## src/rtl/tsPackPkg.sv

```systemverilog
package tsPackPkg;

  // Strobes from the control to the datapath, one set per cycle.
  typedef struct packed {
    logic accept;    // a byte is taken this cycle
    logic wordDone;  // the byte taken closes a data word
    logic latchTs;   // first byte of a packet: latch the snapshot
    logic tsSlot;    // write the timestamp word this cycle
    logic perr;      // packet error flag for the timestamp word
    logic pstErr;    // start error flag for the timestamp word
  } ctlStrobes_t;

endpackage

```

## src/rtl/tsPackCtrl.sv

```systemverilog
module tsPackCtrl
  import tsPackPkg::*;
#(
  parameter int FIELD_W = 12,
  parameter int LANE_W  = 3
) (
  input  logic               clk,
  input  logic               rstN,
  input  logic               vidValid,
  input  logic               fifoFull,
  input  logic               contMode,
  input  logic               irqMask,
  input  logic               flagClr,
  input  logic               pktErrIn,
  input  logic               startErrIn,
  input  logic [FIELD_W-1:0] sizeLo,
  input  logic [FIELD_W-1:0] sizeHi,
  output ctlStrobes_t        ctl,
  output logic [LANE_W-1:0]  lane,
  output logic               tsReq,
  output logic               frameDone,
  output logic               irqPulse
);

  localparam int CNT_W = 2 * FIELD_W;

  logic [CNT_W-1:0] byteCnt;
  logic [CNT_W-1:0] cntNext;
  logic [CNT_W-1:0] pktSize;
  logic             capEn;
  logic             offered;
  logic             blocked;
  logic             accept;
  logic             lastByte;
  logic             laneFull;
  logic             tsSlot;
  logic             perrAcc;
  logic             pstAcc;
  logic             perrSet;
  logic             pstSet;

  always_comb begin
    pktSize  = {sizeHi, sizeLo};
    cntNext  = byteCnt + 1'b1;
    capEn    = contMode | ~frameDone;
    offered  = vidValid & capEn;
    blocked  = fifoFull | tsSlot;
    accept   = offered & ~blocked;
    lastByte = accept & (cntNext == pktSize);
    laneFull = &byteCnt[LANE_W-1:0];
    perrSet  = (offered & blocked) | (accept & pktErrIn);
    pstSet   = accept & startErrIn;
  end

  // Byte counter within the current packet.
  always_ff @(posedge clk) begin
    if (!rstN) begin
      byteCnt <= '0;
    end else if (lastByte) begin
      byteCnt <= '0;
    end else if (accept) begin
      byteCnt <= cntNext;
    end
  end

  // Timestamp slot follows the last byte; error flags restart there.
  always_ff @(posedge clk) begin
    if (!rstN) begin
      tsSlot  <= 1'b0;
      perrAcc <= 1'b0;
      pstAcc  <= 1'b0;
    end else begin
      tsSlot <= lastByte;
      if (tsSlot) begin
        perrAcc <= perrSet;
        pstAcc  <= pstSet;
      end else begin
        perrAcc <= perrAcc | perrSet;
        pstAcc  <= pstAcc | pstSet;
      end
    end
  end

  // Sticky completion flag and interrupt pulse.
  always_ff @(posedge clk) begin
    if (!rstN) begin
      frameDone <= 1'b0;
      irqPulse  <= 1'b0;
    end else begin
      if (lastByte) begin
        frameDone <= 1'b1;
      end else if (flagClr) begin
        frameDone <= 1'b0;
      end
      irqPulse <= lastByte & ~irqMask;
    end
  end

  always_comb begin
    ctl.accept   = accept;
    ctl.wordDone = accept & (laneFull | lastByte);
    ctl.latchTs  = accept & (byteCnt == '0);
    ctl.tsSlot   = tsSlot;
    ctl.perr     = perrAcc;
    ctl.pstErr   = pstAcc;
    lane         = byteCnt[LANE_W-1:0];
    tsReq        = ctl.latchTs;
  end

endmodule

```

## src/rtl/tsPackData.sv

```systemverilog
module tsPackData
  import tsPackPkg::*;
#(
  parameter int WORD_BYTES = 8,
  parameter int BYTE_W     = 8,
  parameter int BASE_W     = 33,
  parameter int EXT_W      = 9,
  parameter int LANE_W     = 3
) (
  input  logic                         clk,
  input  logic                         rstN,
  input  logic [BYTE_W+1:0]            vidIn,
  input  logic [EXT_W+BASE_W-1:0]      tsSnap,
  input  ctlStrobes_t                  ctl,
  input  logic [LANE_W-1:0]            lane,
  output logic [WORD_BYTES*BYTE_W-1:0] wrData,
  output logic                         wrEn
);

  localparam int WORD_W = WORD_BYTES * BYTE_W;
  localparam int TS_W   = EXT_W + BASE_W;
  localparam int RSV_W  = WORD_W - 2 - TS_W;

  logic [BYTE_W-1:0] byteIn;
  logic [1:0]        unusedLow;
  logic [WORD_W-1:0] packReg;
  logic [WORD_W-1:0] merged;
  logic [TS_W-1:0]   tsHold;
  logic [WORD_W-1:0] tsWord;

  assign byteIn    = vidIn[BYTE_W+1:2];
  assign unusedLow = vidIn[1:0];

  // Lane steering: the incoming byte replaces its lane, the rest keep.
  for (genvar g = 0; g < WORD_BYTES; g++) begin : gLane
    assign merged[g*BYTE_W +: BYTE_W] =
      (ctl.accept && (lane == LANE_W'(g))) ? byteIn : packReg[g*BYTE_W +: BYTE_W];
  end

  always_ff @(posedge clk) begin
    if (!rstN) begin
      packReg <= '0;
    end else if (ctl.wordDone) begin
      packReg <= '0;
    end else if (ctl.accept) begin
      packReg <= merged;
    end
  end

  always_ff @(posedge clk) begin
    if (!rstN) begin
      tsHold <= '0;
    end else if (ctl.latchTs) begin
      tsHold <= tsSnap;
    end
  end

  assign tsWord = {ctl.perr, ctl.pstErr, {RSV_W{1'b0}}, tsHold};

  // FIFO write mux: a data word and the timestamp slot never coincide.
  always_ff @(posedge clk) begin
    if (!rstN) begin
      wrEn   <= 1'b0;
      wrData <= '0;
    end else if (ctl.wordDone) begin
      wrEn   <= 1'b1;
      wrData <= merged;
    end else if (ctl.tsSlot) begin
      wrEn   <= 1'b1;
      wrData <= tsWord;
    end else begin
      wrEn   <= 1'b0;
    end
  end

endmodule

```

## src/rtl/tsPacker.sv

```systemverilog
module tsPacker
  import tsPackPkg::*;
#(
  parameter int FIELD_W    = 12,
  parameter int WORD_BYTES = 8,
  parameter int BYTE_W     = 8,
  parameter int BASE_W     = 33,
  parameter int EXT_W      = 9
) (
  input  logic                         clk,
  input  logic                         rstN,
  input  logic [BYTE_W+1:0]            vidIn,
  input  logic                         vidValid,
  input  logic [FIELD_W-1:0]           sizeLo,
  input  logic [FIELD_W-1:0]           sizeHi,
  input  logic                         contMode,
  input  logic                         irqMask,
  input  logic                         flagClr,
  input  logic                         fifoFull,
  input  logic                         pktErrIn,
  input  logic                         startErrIn,
  input  logic [EXT_W+BASE_W-1:0]      tsSnap,
  output logic [WORD_BYTES*BYTE_W-1:0] wrData,
  output logic                         wrEn,
  output logic                         tsReq,
  output logic                         frameDone,
  output logic                         irqPulse
);

  localparam int LANE_W = $clog2(WORD_BYTES);

  ctlStrobes_t       ctl;
  logic [LANE_W-1:0] lane;

  tsPackCtrl #(
    .FIELD_W (FIELD_W),
    .LANE_W  (LANE_W)
  ) i_ctrl (
    .clk        (clk),
    .rstN       (rstN),
    .vidValid   (vidValid),
    .fifoFull   (fifoFull),
    .contMode   (contMode),
    .irqMask    (irqMask),
    .flagClr    (flagClr),
    .pktErrIn   (pktErrIn),
    .startErrIn (startErrIn),
    .sizeLo     (sizeLo),
    .sizeHi     (sizeHi),
    .ctl        (ctl),
    .lane       (lane),
    .tsReq      (tsReq),
    .frameDone  (frameDone),
    .irqPulse   (irqPulse)
  );

  tsPackData #(
    .WORD_BYTES (WORD_BYTES),
    .BYTE_W     (BYTE_W),
    .BASE_W     (BASE_W),
    .EXT_W      (EXT_W),
    .LANE_W     (LANE_W)
  ) i_data (
    .clk    (clk),
    .rstN   (rstN),
    .vidIn  (vidIn),
    .tsSnap (tsSnap),
    .ctl    (ctl),
    .lane   (lane),
    .wrData (wrData),
    .wrEn   (wrEn)
  );

endmodule

```

## config.mk

```make
export PLATFORM = sky130hd
export DESIGN_NAME = tsPacker
export DESIGN_NICKNAME = d
export VERILOG_FILES = /design/src/rtl/tsPackPkg.sv /design/src/rtl/tsPackCtrl.sv /design/src/rtl/tsPackData.sv /design/src/rtl/tsPacker.sv
export SDC_FILE = /design/constraint.sdc
export NUM_CORES = 1
export LEC_CHECK = 0
export BUFFER_PORTS_ARGS = -buffer_cell sky130_fd_sc_hd__buf_2
export CORE_ASPECT_RATIO = 1.4
export CORE_MARGIN = 2
export CORE_UTILIZATION = 45
export DETAILED_ROUTE_END_ITERATION = 16
export PLACE_DENSITY = 0.69
export SYNTH_ARGS = -nofsm -noshare
export SYNTH_HDL_FRONTEND = slang
export SYNTH_SLANG_ARGS = --single-unit
```

## constraint.sdc

```tcl
create_clock -name clk -period 3.2 [get_ports clk]
set_input_delay 0.48 -clock clk [delete_from_list [all_inputs] [get_ports clk]]
set_output_delay 0.48 -clock clk [all_outputs]
set_load 0.05 [all_outputs]
```

* Word-level counts from Yosys, hierarchy flattened
Index checks and enable logic that the tools add are counted.
** Operators by class
- Add/subtract/negate cells :: 1
- Multiply operators :: 0
- Div/mod/pow operators :: 0
- Magnitude comparators :: 0
- Equal/unequal tests :: 8
- Shift operators :: 0
- Multiplexer cells :: 16
- Bitwise operators :: 19
- Reduce and logical (&&, ||, !) cells :: 15
** Operators with widths (count)
- two-way mux 64 bit :: 2
- two-way mux 8 bit :: 8
- adder 24 x 1 -> 24 bit, second input constant :: 1
- equality test 24 bit :: 1
- zero test 24 bit :: 1
- equality test 3 bit, second input constant :: 4
- AND 1 bit :: 9
- logical AND 1 bit :: 8
- equality test 3 x 2 -> 1 bit, second input constant :: 2
- two-way mux 1 bit :: 6
- OR 1 bit :: 6
- NOT 1 bit :: 4
- nonzero test 2 bit :: 2
- OR reduction 2 bit :: 2
- equality test 3 x 1 -> 1 bit, second input constant :: 1
- zero test 3 bit :: 1
- AND reduction 3 bit :: 1
** Word-level totals
- Bits in registers :: 200
- Latch bits :: 0
- Memory bits (writable) :: 0
- Memory bits (read-only) :: 0
- Input bits :: 85
- Output and inout bits :: 68
- Word-level logic and storage cells :: 69
- Memories kept :: 0

* Logic depth before layout (Yosys ltp)
- Depth in word-level cells :: 8
- Depth in mapped cells :: 13
- Mapped depth without buffers :: 10

* By module
A second synthesis with hierarchy kept.
** Second synthesis, totals
- Cells, all modules :: 879
- Area total of the unflattened synthesis :: 8702.1 um^2
** By module, submodules not included
- tsPackData :: instances 1, cells an instance 602, area each 6527.5 um^2, seq. area each 3423.3 um^2
- tsPackCtrl :: instances 1, cells an instance 277, area each 2174.6 um^2, seq. area each 580.6 um^2

* Least setup slack after synthesis
No wires, ideal clock.
- Kind :: flip-flop to output port
- Start :: register i_ctrl.frameDone
- End :: output port tsReq
- Data arrival time :: 2.565 ns
- Required time :: 2.720 ns
- Slack :: 0.155 ns
- Cell stages (with the launch flop) :: 8
- Path buffers :: 2
- Cell sequence :: dfxtp_1 -> nand2b_1 -> nand3_1 -> nor2_1 -> nand2_1 -> nor3_1 -> clkbuf_1 -> buf_1
** Between the ends
- Word-level cells in the longest chain between the ends :: 5
** Ends and longest elaborated chain
- start, declared :: line tsPackCtrl.sv:21 : output logic frameDone,
- start signal, assigned :: line tsPackCtrl.sv:87 : frameDone <= 1'b0;
- start signal, assigned :: line tsPackCtrl.sv:91 : frameDone <= 1'b1;
- start signal, assigned :: line tsPackCtrl.sv:93 : frameDone <= 1'b0;
- NOT 1 bit :: line tsPackCtrl.sv:45 : capEn = contMode | ~frameDone;
- OR 1 bit :: line tsPackCtrl.sv:45
- AND 1 bit :: line tsPackCtrl.sv:46 : offered = vidValid & capEn;
- AND 1 bit :: line tsPackCtrl.sv:48 : accept = offered & ~blocked;
- AND 1 bit :: line tsPackCtrl.sv:102 : ctl.latchTs = accept & (byteCnt == '0);
- end, declared :: line tsPacker.sv:25 : output logic tsReq,
Every way passes these cells.

* Worst setup path in the final report
- Start :: register i_ctrl.byteCnt[0]
- End :: register i_data.wrData[59]
** Between the ends
- Word-level cells in the longest chain between the ends :: 6
- Elaborated cells on any way between the ends :: 11
- Those cells by class :: 1 x add/sub; 2 x eq/ne; 2 x mux; 3 x bitwise; 3 x reduce/logical
** Ends and longest elaborated chain
- start, declared :: line tsPackCtrl.sv:27 : logic [CNT_W-1:0] byteCnt;
- start signal, assigned :: line tsPackCtrl.sv:62 : byteCnt <= cntNext;
- adder 24 x 1 -> 24 bit :: line tsPackCtrl.sv:44 : cntNext = byteCnt + 1'b1;
- equality test 24 bit :: line tsPackCtrl.sv:49 : lastByte = accept & (cntNext == pktSize);
- AND 1 bit :: line tsPackCtrl.sv:49
- OR 1 bit :: line tsPackCtrl.sv:101 : ctl.wordDone = accept & (laneFull | lastByte);
- AND 1 bit :: line tsPackCtrl.sv:101
- two-way mux 64 bit or nonzero test 2 bit (tied branches)
- end signal, assigned :: line tsPackData.sv:67 : wrData <= merged;
- end signal, assigned :: line tsPackData.sv:70 : wrData <= tsWord;
- end, declared :: line tsPackData.sv:16 : output logic [WORD_BYTES*BYTE_W-1:0] wrData,
Several ways; a longest one is shown, not always the timed one.
A chain may end at the register's enable or synchronous reset.

==> results.txt <==
area of the multi-input gates = 4710 sq um
Vias/cell = 5.25
most common cell after layout, fill and taps aside = dfxtp_1
IO Count = 153
post-DP HPWL = 16,000 microns
CTS Hold Bufs = 0
commonest non-fill, non-tap cells in the layout = dfxtp_1, buf_2, mux2i_1
Die ar. = 21,300 sq um
nets@finish = 1,215
Port Buffers = 150
sequential fraction of the synthesis area = 0.443
Setup crit end kind = register
global placer's final weighted congestion = 0.892
HP Class = primary input to register
endpoints failing setup = 0
Setup crit start kind = register
initial antenna violation count = 1
Worst Clk Skew = 7.96 ps
crit-path max FO = 11
Routed wire per std cell = 16.5 microns
Post-Layout Cell Count = 1,390
count of different cell masters after synthesis = 52
Yosys reg bits = 200
WP data arrival = 3430 ps
Synth Area in XOR/XNOR = 0.0543
largest stage delay on the critical path = 580 ps
FP Rows = 61
Root Buffer = clkbuf_16
CTS Buf Count = 17
mux cell area share after synthesis = 0.165
Synth Instances = 993
Final Max Slew Viols = 0
utilization after layout = 0.550
largest family of logic cells by synthesized area = simple AND/OR/NAND/NOR gates
Synth Area in Compound Gates = 0.0605
worst-path cell chain = ha_4, buf_4, nand3_2, nor4_4, a21oi_1, nand4b_1, or4_4, or3_4, nand2_4, buf_12, mux2i_1
hold path cells = 2
max-cap violations = 0
H-tree depth = 4
TritonCTS clock tree = built
worst slack, placed = -21.0 ps
die width = 124 microns
Highest Clock Rate = 0.325 GHz
Syn Area/Cell = 9.10 sq um
vias = 7,303
WL final = 22,900 microns
Ys Warns = 0
Period minus WS final = 3070 ps
Mapped Nets = 1,084
P_leak = 0.00497 uW
Placeable Area = 19,800 sq um
remaining antenna violation count after routing = 0
first-pass GRT wire length = 36,100 microns
storage element area = 4020 sq um
layout cells sized above 1 = 0.225
grt ovf = 0
vias in the first global route = 7,086
Adder-Cell Fraction of Synth Area = 0.00831
initial cell density of the core = 0.457
Setup Fix Bufs, Post-CTS = 0
largest net degree at the start of global routing = 49
smallest setup slack after layout = 127 ps
CP max stage cell = or4_4
status = complete, no violations
Placed Cells = 1,356
CTS max path bufs = 2
clock transition at the registers of the reported paths = 70 ps
maximum VDD drop = 0.348 mV
clock sinks = 200
DIE HEIGHT = 172 microns
DRC = 0
crit path kind = register to register
Cell Pwr Density = 466 nW/um^2
Max transition margin = 0.414
Final period util = 0.960
Mapped Area = 9040 sq um
Worst-Skew Late Latency = 430 ps
initial DRC count = 441
DR pass1 iterations = 6
area grow syn2layout = 20.3%
total track usage = 0.219
fillcell total = 1,832
reg2reg path depth = 11
Tightest Pin Transition = 879 ps
Final Hold Fails = 0
post-synthesis simple-gate area fraction = 0.222
CP required = 3550 ps
-- sequential cells by signal (all words and copies together), names as in the netlist --
name / flops
i_ctrl.pstAcc: 1
i_ctrl.perrAcc: 1
i_ctrl.frameDone: 1
i_data.wrEn: 1
i_ctrl.irqPulse: 1
i_ctrl.tsSlot: 1
i_ctrl.byteCnt: 24
i_data.packReg: 64
i_data.wrData: 64
i_data.tsHold: 42
-- area by class of cell --
cell class              count  area share
clock buffers              20      0.0420
well taps                 252      0.0290
repair buffers            198       0.112
clock inverters            12      0.0129
flip-flops and latches    200       0.369
multi-input cells         701       0.433
inverters                   6     0.00207
diodes                      1    0.000230
-- cell usage after synthesis, drive strengths merged --
cell type  count  share of area
a31oi          2         0.0021
a21boi         4         0.0033
nor4b          1        0.00097
o211a          1         0.0011
nand2         72          0.030
ha             6         0.0083
nand2b         5         0.0035
nand4         13          0.011
inv            6         0.0025
o211ai         3         0.0025
and2           3         0.0021
nor3           6         0.0033
xor2          25          0.024
clkbuf        41          0.017
a311oi         2         0.0019
nor2b         59          0.041
dfxtp        200           0.44
nor4          13         0.0097
o311ai         1        0.00097
mux2i        148           0.16
a211oi         1         0.0014
and4           2         0.0019
nor2         108          0.045
nand3b         1        0.00083
a211o          3         0.0029
and3          47          0.033
o221ai         1        0.00097
buf           45          0.028
and3b          1        0.00097
nand3         56          0.032
o21a           1        0.00083
o21ai         72          0.040
xnor2         31          0.030
a21oi          3         0.0017
or3            4         0.0033
or4            3         0.0029
nand4b         1        0.00097
mux2           1         0.0012
o41ai          1        0.00097
-- stage by stage --
stage | hold WS (ps) | power (uW) | instance area, sq um | setup TNS (ps)
global route | 194 | 5240 | 10900 | -296
detailed placement | 419 | 2950 | 10200 | -68.9
finish | 200 | 5070 | 10900 | 0
global placement | 419 | 2940 | 10200 | 0
CTS | 186 | 5100 | 10800 | 0
floorplan | 409 | 2810 | 9040 | 0
-- path summary, 6_finish.rpt --
path                            from                 end  slack [ps]
hold / removal               irqMask     i_ctrl.irqPulse         200
setup reg to reg   i_ctrl.byteCnt[0]   i_data.wrData[59]         130
setup / recovery   i_ctrl.byteCnt[0]   i_data.wrData[59]         130
hold reg to reg   i_data.packReg[62]  i_data.packReg[62]         430
-- critical path: cells and delay by family (launching register included) --
| kind | cells | cell delay, ps |
|---|---|---|
| mux | 1 | 190 |
| compound gates | 1 | 100 |
| flops | 1 | 370 |
| fa+ha+maj | 1 | 160 |
| buf+inv | 2 | 260 |
| simple gates | 6 | 1910 |
-- routing by layer --
layer,global-route usage,part of all wire,wire (microns)
met5,0,0,0
met2,0.371,0.50,11400
met1,0.274,0.44,9990
met3,0.0378,0.043,975
met4,0.0830,0.022,511
-- power breakdown --
group | switching, uW | internal, uW | total (uW)
sequential | 20.3 | 2530 | 2550
combinational | 185 | 158 | 344
clock | 964 | 1210 | 2170
total | 1170 | 3900 | 5070
-- repair_timing --
| action | CTS | global route |
|---|---|---|
| resized for setup | 3 | 19 |
| cloned | 0 | 1 |
| endpoints found under the setup margin | 26 | 155 |
| pin swaps | 0 | 4 |
-- kinds of logic (layout without fill, tap and decap cells) --
group | after synthesis | after routing
flip-flops | 200 | 200
AND/OR/NAND/NOR | 395 | 395
multiplexers | 149 | 149
buffers and inverters | 92 | 236
AO/OA/AOI/OAI | 95 | 95
XOR/XNOR | 56 | 56
other | 0 | 1
adder cells (fa/ha/maj) | 6 | 6
No activity file was read; power rests on OpenSTA's default activity.
